### src/rtl/serdes_ctl_pkg.sv
package serdes_ctl_pkg;
    localparam int LANES      = 4;
    localparam int ADDR_W     = 20;
    localparam int DATA_W     = 8;
    localparam logic [ADDR_W-1:0] BASE_ADDR   = 20'h30104;
    localparam logic [ADDR_W-1:0] LANE_STRIDE = 20'h00010;

    // Field layout of one lane register; reserved bits at the top.
    typedef struct packed {
        logic [3:0] rsvd;
        logic       test_en;
        logic       sw_rst;
        logic       mmask;
        logic       pat_en;
    } lane_cfg_t;

    localparam lane_cfg_t CFG_RESET = '{rsvd: 4'h0, test_en: 1'b0, sw_rst: 1'b0,
                                        mmask: 1'b1, pat_en: 1'b0};
    localparam logic [DATA_W-1:0] LIVE_BITS = 8'h0F;

    function automatic logic [ADDR_W-1:0] lane_addr(input int n);
        return BASE_ADDR + LANE_STRIDE * n;
    endfunction
endpackage

### src/rtl/sctl_lane_reg.sv
module sctl_lane_reg
    import serdes_ctl_pkg::*;
(
    input  logic              clk,
    input  logic              rst,
    input  logic              wr_hit,
    input  logic [DATA_W-1:0] wr_data,
    output lane_cfg_t         cfg_q
);
    always_ff @(posedge clk) begin
        if (rst)
            cfg_q <= CFG_RESET;
        else if (wr_hit)
            cfg_q <= lane_cfg_t'(wr_data & LIVE_BITS);
    end

    // without an address hit the register does not move
    p_wr_only_hit_r2: assert property (@(posedge clk) disable iff (rst)
        !wr_hit |=> $stable(cfg_q));

    // software reset is sticky until written
    p_swrst_sticky_r7: assert property (@(posedge clk) disable iff (rst)
        (cfg_q.sw_rst && !wr_hit) |=> cfg_q.sw_rst);
endmodule

### src/rtl/sctl_irq_gate.sv
module sctl_irq_gate
    import serdes_ctl_pkg::*;
(
    input  logic             clk,
    input  logic             rst,
    input  logic [LANES-1:0] tx_alarm,
    input  logic [LANES-1:0] rx_alarm,
    input  logic [LANES-1:0] tx_alarm_mask,
    input  logic [LANES-1:0] rx_alarm_mask,
    input  logic [LANES-1:0] master_mask,
    output logic             irq
);
    logic [LANES-1:0] lane_hit;

    always_comb begin
        lane_hit = ((tx_alarm & ~tx_alarm_mask) | (rx_alarm & ~rx_alarm_mask))
                   & ~master_mask;
    end

    always_ff @(posedge clk) begin
        if (rst)
            irq <= 1'b0;
        else
            irq <= |lane_hit;
    end

    // alarms only on master-masked lanes never raise the interrupt
    p_mask_block_r6: assert property (@(posedge clk) disable iff (rst)
        (((tx_alarm | rx_alarm) & ~master_mask) == '0) |=> !irq);
endmodule

### src/rtl/serdes_ctl_bank.sv
module serdes_ctl_bank
    import serdes_ctl_pkg::*;
(
    input  logic              clk,
    input  logic              rst,
    input  logic              wr_en,
    input  logic              rd_en,
    input  logic [ADDR_W-1:0] addr,
    input  logic [DATA_W-1:0] wr_data,
    output logic [DATA_W-1:0] rd_data,
    input  logic              glob_test,
    input  logic [LANES-1:0]  tx_alarm,
    input  logic [LANES-1:0]  rx_alarm,
    input  logic [LANES-1:0]  tx_alarm_mask,
    input  logic [LANES-1:0]  rx_alarm_mask,
    output logic [LANES-1:0]  pat_gen_en,
    output logic [LANES-1:0]  pat_chk_en,
    output logic [LANES-1:0]  lane_rst,
    output logic [LANES-1:0]  test_mode,
    output logic              irq
);
    lane_cfg_t        cfg [LANES];
    logic [LANES-1:0] hit;
    logic [LANES-1:0] mmask;
    logic [LANES-1:0] swrst;
    logic [LANES-1:0] tsten;
    logic [LANES-1:0] paten;

    for (genvar n = 0; n < LANES; n++) begin : g_lane
        assign hit[n]   = (addr == lane_addr(n));
        assign mmask[n] = cfg[n].mmask;
        assign swrst[n] = cfg[n].sw_rst;
        assign tsten[n] = cfg[n].test_en;
        assign paten[n] = cfg[n].pat_en;

        sctl_lane_reg u_reg (
            .clk     (clk),
            .rst     (rst),
            .wr_hit  (wr_en && hit[n]),
            .wr_data (wr_data),
            .cfg_q   (cfg[n])
        );
    end

    // Read path: registered mux, unmapped addresses return zero
    logic [DATA_W-1:0] rd_mux;
    always_comb begin
        rd_mux = '0;
        for (int n = 0; n < LANES; n++)
            if (hit[n]) rd_mux = cfg[n];
    end

    always_ff @(posedge clk) begin
        if (rst)
            rd_data <= '0;
        else
            rd_data <= rd_en ? rd_mux : '0;
    end

    assign pat_gen_en = paten;
    assign pat_chk_en = paten;
    assign lane_rst   = {LANES{rst}} | swrst;
    assign test_mode  = tsten | {LANES{glob_test}};

    sctl_irq_gate u_irq (
        .clk           (clk),
        .rst           (rst),
        .tx_alarm      (tx_alarm),
        .rx_alarm      (rx_alarm),
        .tx_alarm_mask (tx_alarm_mask),
        .rx_alarm_mask (rx_alarm_mask),
        .master_mask   (mmask),
        .irq           (irq)
    );

    // a read that hits no lane returns zero
    p_unmapped_rd_zero_r9: assert property (@(posedge clk) disable iff (rst)
        (rd_en && hit == '0) |=> (rd_data == '0));

    // global test forces every lane into test mode
    p_glob_test_r8: assert property (@(posedge clk) disable iff (rst)
        glob_test |-> (&test_mode));

    // reserved bits never read back as one
    p_rsvd_zero_r3: assert property (@(posedge clk) disable iff (rst)
        rd_en |=> (rd_data[7:4] == 4'h0));
endmodule

### config.mk
export PLATFORM = sky130hd
export DESIGN_NAME = serdes_ctl_bank
export DESIGN_NICKNAME = d
export VERILOG_FILES = /design/src/rtl/serdes_ctl_pkg.sv /design/src/rtl/sctl_lane_reg.sv /design/src/rtl/sctl_irq_gate.sv /design/src/rtl/serdes_ctl_bank.sv
export SDC_FILE = /design/constraint.sdc
export NUM_CORES = 1
export LEC_CHECK = 0
export ABC_AREA = 1
export CORE_MARGIN = 5
export CORE_UTILIZATION = 45
export DETAILED_ROUTE_END_ITERATION = 6
export PLACE_DENSITY = 0.87
export SYNTH_ARGS = -nofsm -noshare
export SYNTH_HDL_FRONTEND = slang
export SYNTH_HIERARCHICAL = 1
export SYNTH_SLANG_ARGS = --single-unit
### constraint.sdc
create_clock -name clk -period 4.1 [get_ports clk]
set_input_delay 0.41 -clock clk [delete_from_list [all_inputs] [get_ports clk]]
set_output_delay 0.41 -clock clk [all_outputs]
set_load 0.005 [all_outputs]
# Yosys cells after proc, flatten, opt, wreduce, memory -nomap -nowiden
# Index checks and enable logic that the tools add are counted.
# classes
eq_ne	4
n_mux	4
bitwise	10
n_reduce_logical	7
# ops
operator	n
equality test 20 x 18 -> 1 bit (second input constant)	4
two-way mux 4 bit	4
AND 4 bit	3
NOT 4 bit	3
bitwise OR 4 bit	3
OR reduction 5 bit	1
logical AND 1 bit	4
OR reduction 4 bit	1
OR reduction 2 bit	1
NOT 1 bit	1
# totals
regBits	25
in_bits	49
out_inout_bits	25
wordCells	44

# Longest topological paths before layout
# depth
word_depth	5
mapped_depth	13
mapped_depth_nobuf	12

# Cells and area by module
# The synthesis kept the hierarchy.
# by_module_without_submodules
mod	instances	cells_each	area_each_um2	seq_area_each_um2
serdes_ctl_bank	1	140	965.9	160.2
sctl_lane_reg	4	30	209.0	80.1
sctl_irq_gate	1	33	140.1	20.0

# Worst setup path before layout
# No wires, ideal clock.
# synth_timing
path_type	input to register
startpoint	in addr[15]
endpoint	reg g_lane[2].u_reg/cfg_q[2] (netlist name)
setup_ns	0.114
arrival_time_ns	1.470
t_required_ns	3.986
slack_ns	2.516
path_stages	13
n_path_buf	1
cell_sequence	nor2_2 -> nand2_2 -> inv_1 -> nand2_1 -> nor2_4 -> inv_4 -> nor2_4 -> nand3_2 -> nor2_1 -> buf_6 -> nand2_1 -> nand2_1 -> nor2_2
# synth_between
elab_chain_len	2
# synth_rtl
element	line_no	text
from (decl)	serdes_ctl_bank.sv:8	input logic [ADDR_W-1:0] addr,
equality test 20 x 18 -> 1 bit	serdes_ctl_bank.sv:30	assign hit[n] = (addr == lane_addr(n));
logical AND 1 bit	serdes_ctl_bank.sv:39	.wr_hit (wr_en && hit[n]),
to (signal assigned)	sctl_lane_reg.sv:14	cfg_q <= lane_cfg_t'(wr_data & LIVE_BITS);
to (decl)	sctl_lane_reg.sv:8	output lane_cfg_t cfg_q
# No other way between the ends.
# A chain may end at the register's enable or synchronous reset.

# Final worst setup path
# layout_timing
startpoint	in addr[4]
endpoint	reg g_lane[1].u_reg/cfg_q[2] (netlist name)
# layout_between
elab_chain_len	2
# layout_rtl
element	line_no
equality test 20 x 18 -> 1 bit	serdes_ctl_bank.sv:30
logical AND 1 bit	serdes_ctl_bank.sv:39
to (signal assigned)	sctl_lane_reg.sv:14
to (decl)	sctl_lane_reg.sv:8
# No other way between the ends.

==> results.ini <==
[detailed_routing]
vias_per_cell=4.57
postRouteAntennaNets=0
vias=1822
wl_mm=4.68
drc_errors=0
first_pass_iters=4
wire_per_inst_um=11.7
drt_iter0_markers=102

[clock_tree]
clock_sinks=25
root_buffer=clkbuf_8
postCtsSetupRepairBufs=0
clockBufferDepth=2
numCtsBuffers=3
h-tree-depth=1
cts_hold_buf=0
clk_pin_slew_worst_paths_ns=0.08
cts_tree=yes
cts_resized=0
clk_latency_ns=0.27

[synthesis]
syn_area_mm2=0.00194
ys_ff_latch=25
yosys-top-cells-area=dfxtp_1 26%, nand2_1 11%, inv_1 9.1%
synth_top_cell_by_area=dfxtp_1
yosysUniqueCellTypes=24
postSynthCellCount=293
synthTopCellsByCount=58 x nand2_1, 47 x inv_1, 35 x nor2_1, 25 x dfxtp_1, 20 x buf_4
synth.most_common_cell=nand2_1
yosysWarnings=6
async_reset_ff_frac=0
synth_enable_flop_cells=0
synth_flop_cell=dfxtp_1
synth_area_per_cell_um2=6.63
ys_seq_area_frac=0.258
yosysTopAreaCellShare=0.258

[global_route]
grt_pass1_wl_mm=7.34
grt_overflow=0
grt_use_total=0.164
grt_max_degree=17
antenna_found_initial=0
grt_pass1_vias=1662

[floorplan]
coreArea_mm2=0.00409
io_pins=74
die_w_um=75.7
rows=23
start_util=0.475
die_h_um=75.7
die_area_mm2=0.00573

[critical_path]
rrSetupSlack_ns=3.26
worstSetupEndpoint=g_lane[1].u_reg/cfg_q[2]
timing.rr.end=rd_data[3]
cp.depth=6
r2r_start=g_lane[1].u_reg/cfg_q[3]
path_common_cell=nand2_1
critPathCaptureType=flip-flop
r2r_cells=4
crit_path_start=addr[4]
cp_data_required_time_ns=4.27
cp_cell_sequence=clkdlybuf4s50_1 -> inv_2 -> nor4_2 -> nand2_1 -> nand2_1 -> nor2_2
crit_slowest_cell=clkdlybuf4s50_1
crit_type=primary input to flip-flop
critPathMaxStageDelay_ns=0.86
crit_arrival_ns=2.53
cp_num_buf_inv=2
critPathTopFamily=simple AND/OR/NAND/NOR gates
cp_max_fo=13
critPathLaunchType=primary input

[timing]
slew-limit-headroom=0.403
fin_crit_ns=2.36
rsz0062_at_grt=false
setup_viol=0
fmax_mhz=424
finalSetupTns_ns=0
worstMarginPinSlew_ns=0.888
slew_viol_final=0
timing.final.crit_share=0.575
holdWs_ns=0.497
finClkSkew_ns=0.00630
hold_violations=0

[worst_hold_path]
hp-class=flip-flop to flip-flop

[layout]
nFillCells=385
areaGrowthSynthToFinish_pct=31.2
antennaDiodeCount=0
drive_above_1_share=0.169
stdcell_count=399
fin_nets=399
regArea_um2=500
multi_input_area_mm2=0.00104
final_area_mm2=0.00255

[placement]
place_area_mm2=0.00250
globalplace.congestion=0.779
place_inst=395
io_buffer_count=69
hpwl_mm=3.73

[power]
p_per_area_mw_per_mm2=193
p_total_w=0.000492
p_leak_nw=1.14
ir_drop_uv=141

[run]
max_cap_viol_count=0

[status]
outcome=finished clean

registers in the layout, indices dropped and copies added, names as in the netlist:
register,flops
rd_data,8
g_lane.u_reg/cfg_q,16
u_irq/irq,1
cells by family after synthesis:
kind of cell	after synthesis	share of synthesized area
other	4	0.00773
AO/OA/AOI/OAI	24	0.0928
AND/OR/NAND/NOR	156	0.410
flip-flops	25	0.258
buffers and inverters	84	0.231
cell type report:
type	instances	share of cell area
clock inverters	1	0.00196
well taps	50	0.0245
flip-flops and latches	25	0.196
multi-input cells	196	0.407
clock buffers	3	0.0162
repair buffers	69	0.271
inverters	55	0.0830
where the power goes:
group / internal, W / switching (W)
logic: 0.0000567 / 0.0000455
clock network: 0.0000680 / 0.0000791
registers: 0.000243 / 0.000000000181
total: 0.000367 / 0.000125
metal layers:
layer	wire, um	GRT usage	vias to the layer above	share of wire
met3	190	0.0317	4	0.041
met5	0	0	-	0
met1	1980	0.205	796	0.42
met2	2470	0.292	41	0.53
li1	-	-	981	-
met4	41	0.0369	0	0.0088
tightest hold or removal path: stages (launching register included):
cell	delay, ns
dfxtp_1	0.33
nor2_1	0.08
nor2_1	0.05
layout by cell type, fill, tap and decap left out, types with 10 or more instances in the layout:
master and count:
clkdlybuf4s50_1 69, conb_1 16, dfxtp_1 25, inv_1 47
nand2_1 58, nand2_2 10, nand4_1 16, nor2_1 35
worst min-delay path by stage:
stage | endpoint | start | slack, ns | depth (start not counted)
6_report | g_lane[3].u_reg/cfg_q[3] | g_lane[3].u_reg/cfg_q[3] | 0.50 | 2
5_1_grt | g_lane[2].u_reg/cfg_q[3] | g_lane[2].u_reg/cfg_q[3] | 0.51 | 2
4_1_cts | g_lane[0].u_reg/cfg_q[3] | g_lane[0].u_reg/cfg_q[3] | 0.50 | 2
3_5_place_dp | g_lane[1].u_reg/cfg_q[3] | g_lane[1].u_reg/cfg_q[3] | 0.48 | 2
3_3_place_gp | g_lane[1].u_reg/cfg_q[3] | g_lane[1].u_reg/cfg_q[3] | 0.48 | 2
2_1_floorplan | g_lane[0].u_reg/cfg_q[1] | g_lane[0].u_reg/cfg_q[1] | 0.45 | 2
stage by stage:
stage | util | setup WS [ns]
2_1_floorplan | - | 2.52
3_5_place_dp | 0.612 | 1.52
3_3_place_gp | 0.612 | 1.55
5_1_grt | 0.624 | 1.62
6_report | 0.624 | 1.74
4_1_cts | 0.624 | 1.79
No activity file was read; power rests on OpenSTA's default activity.
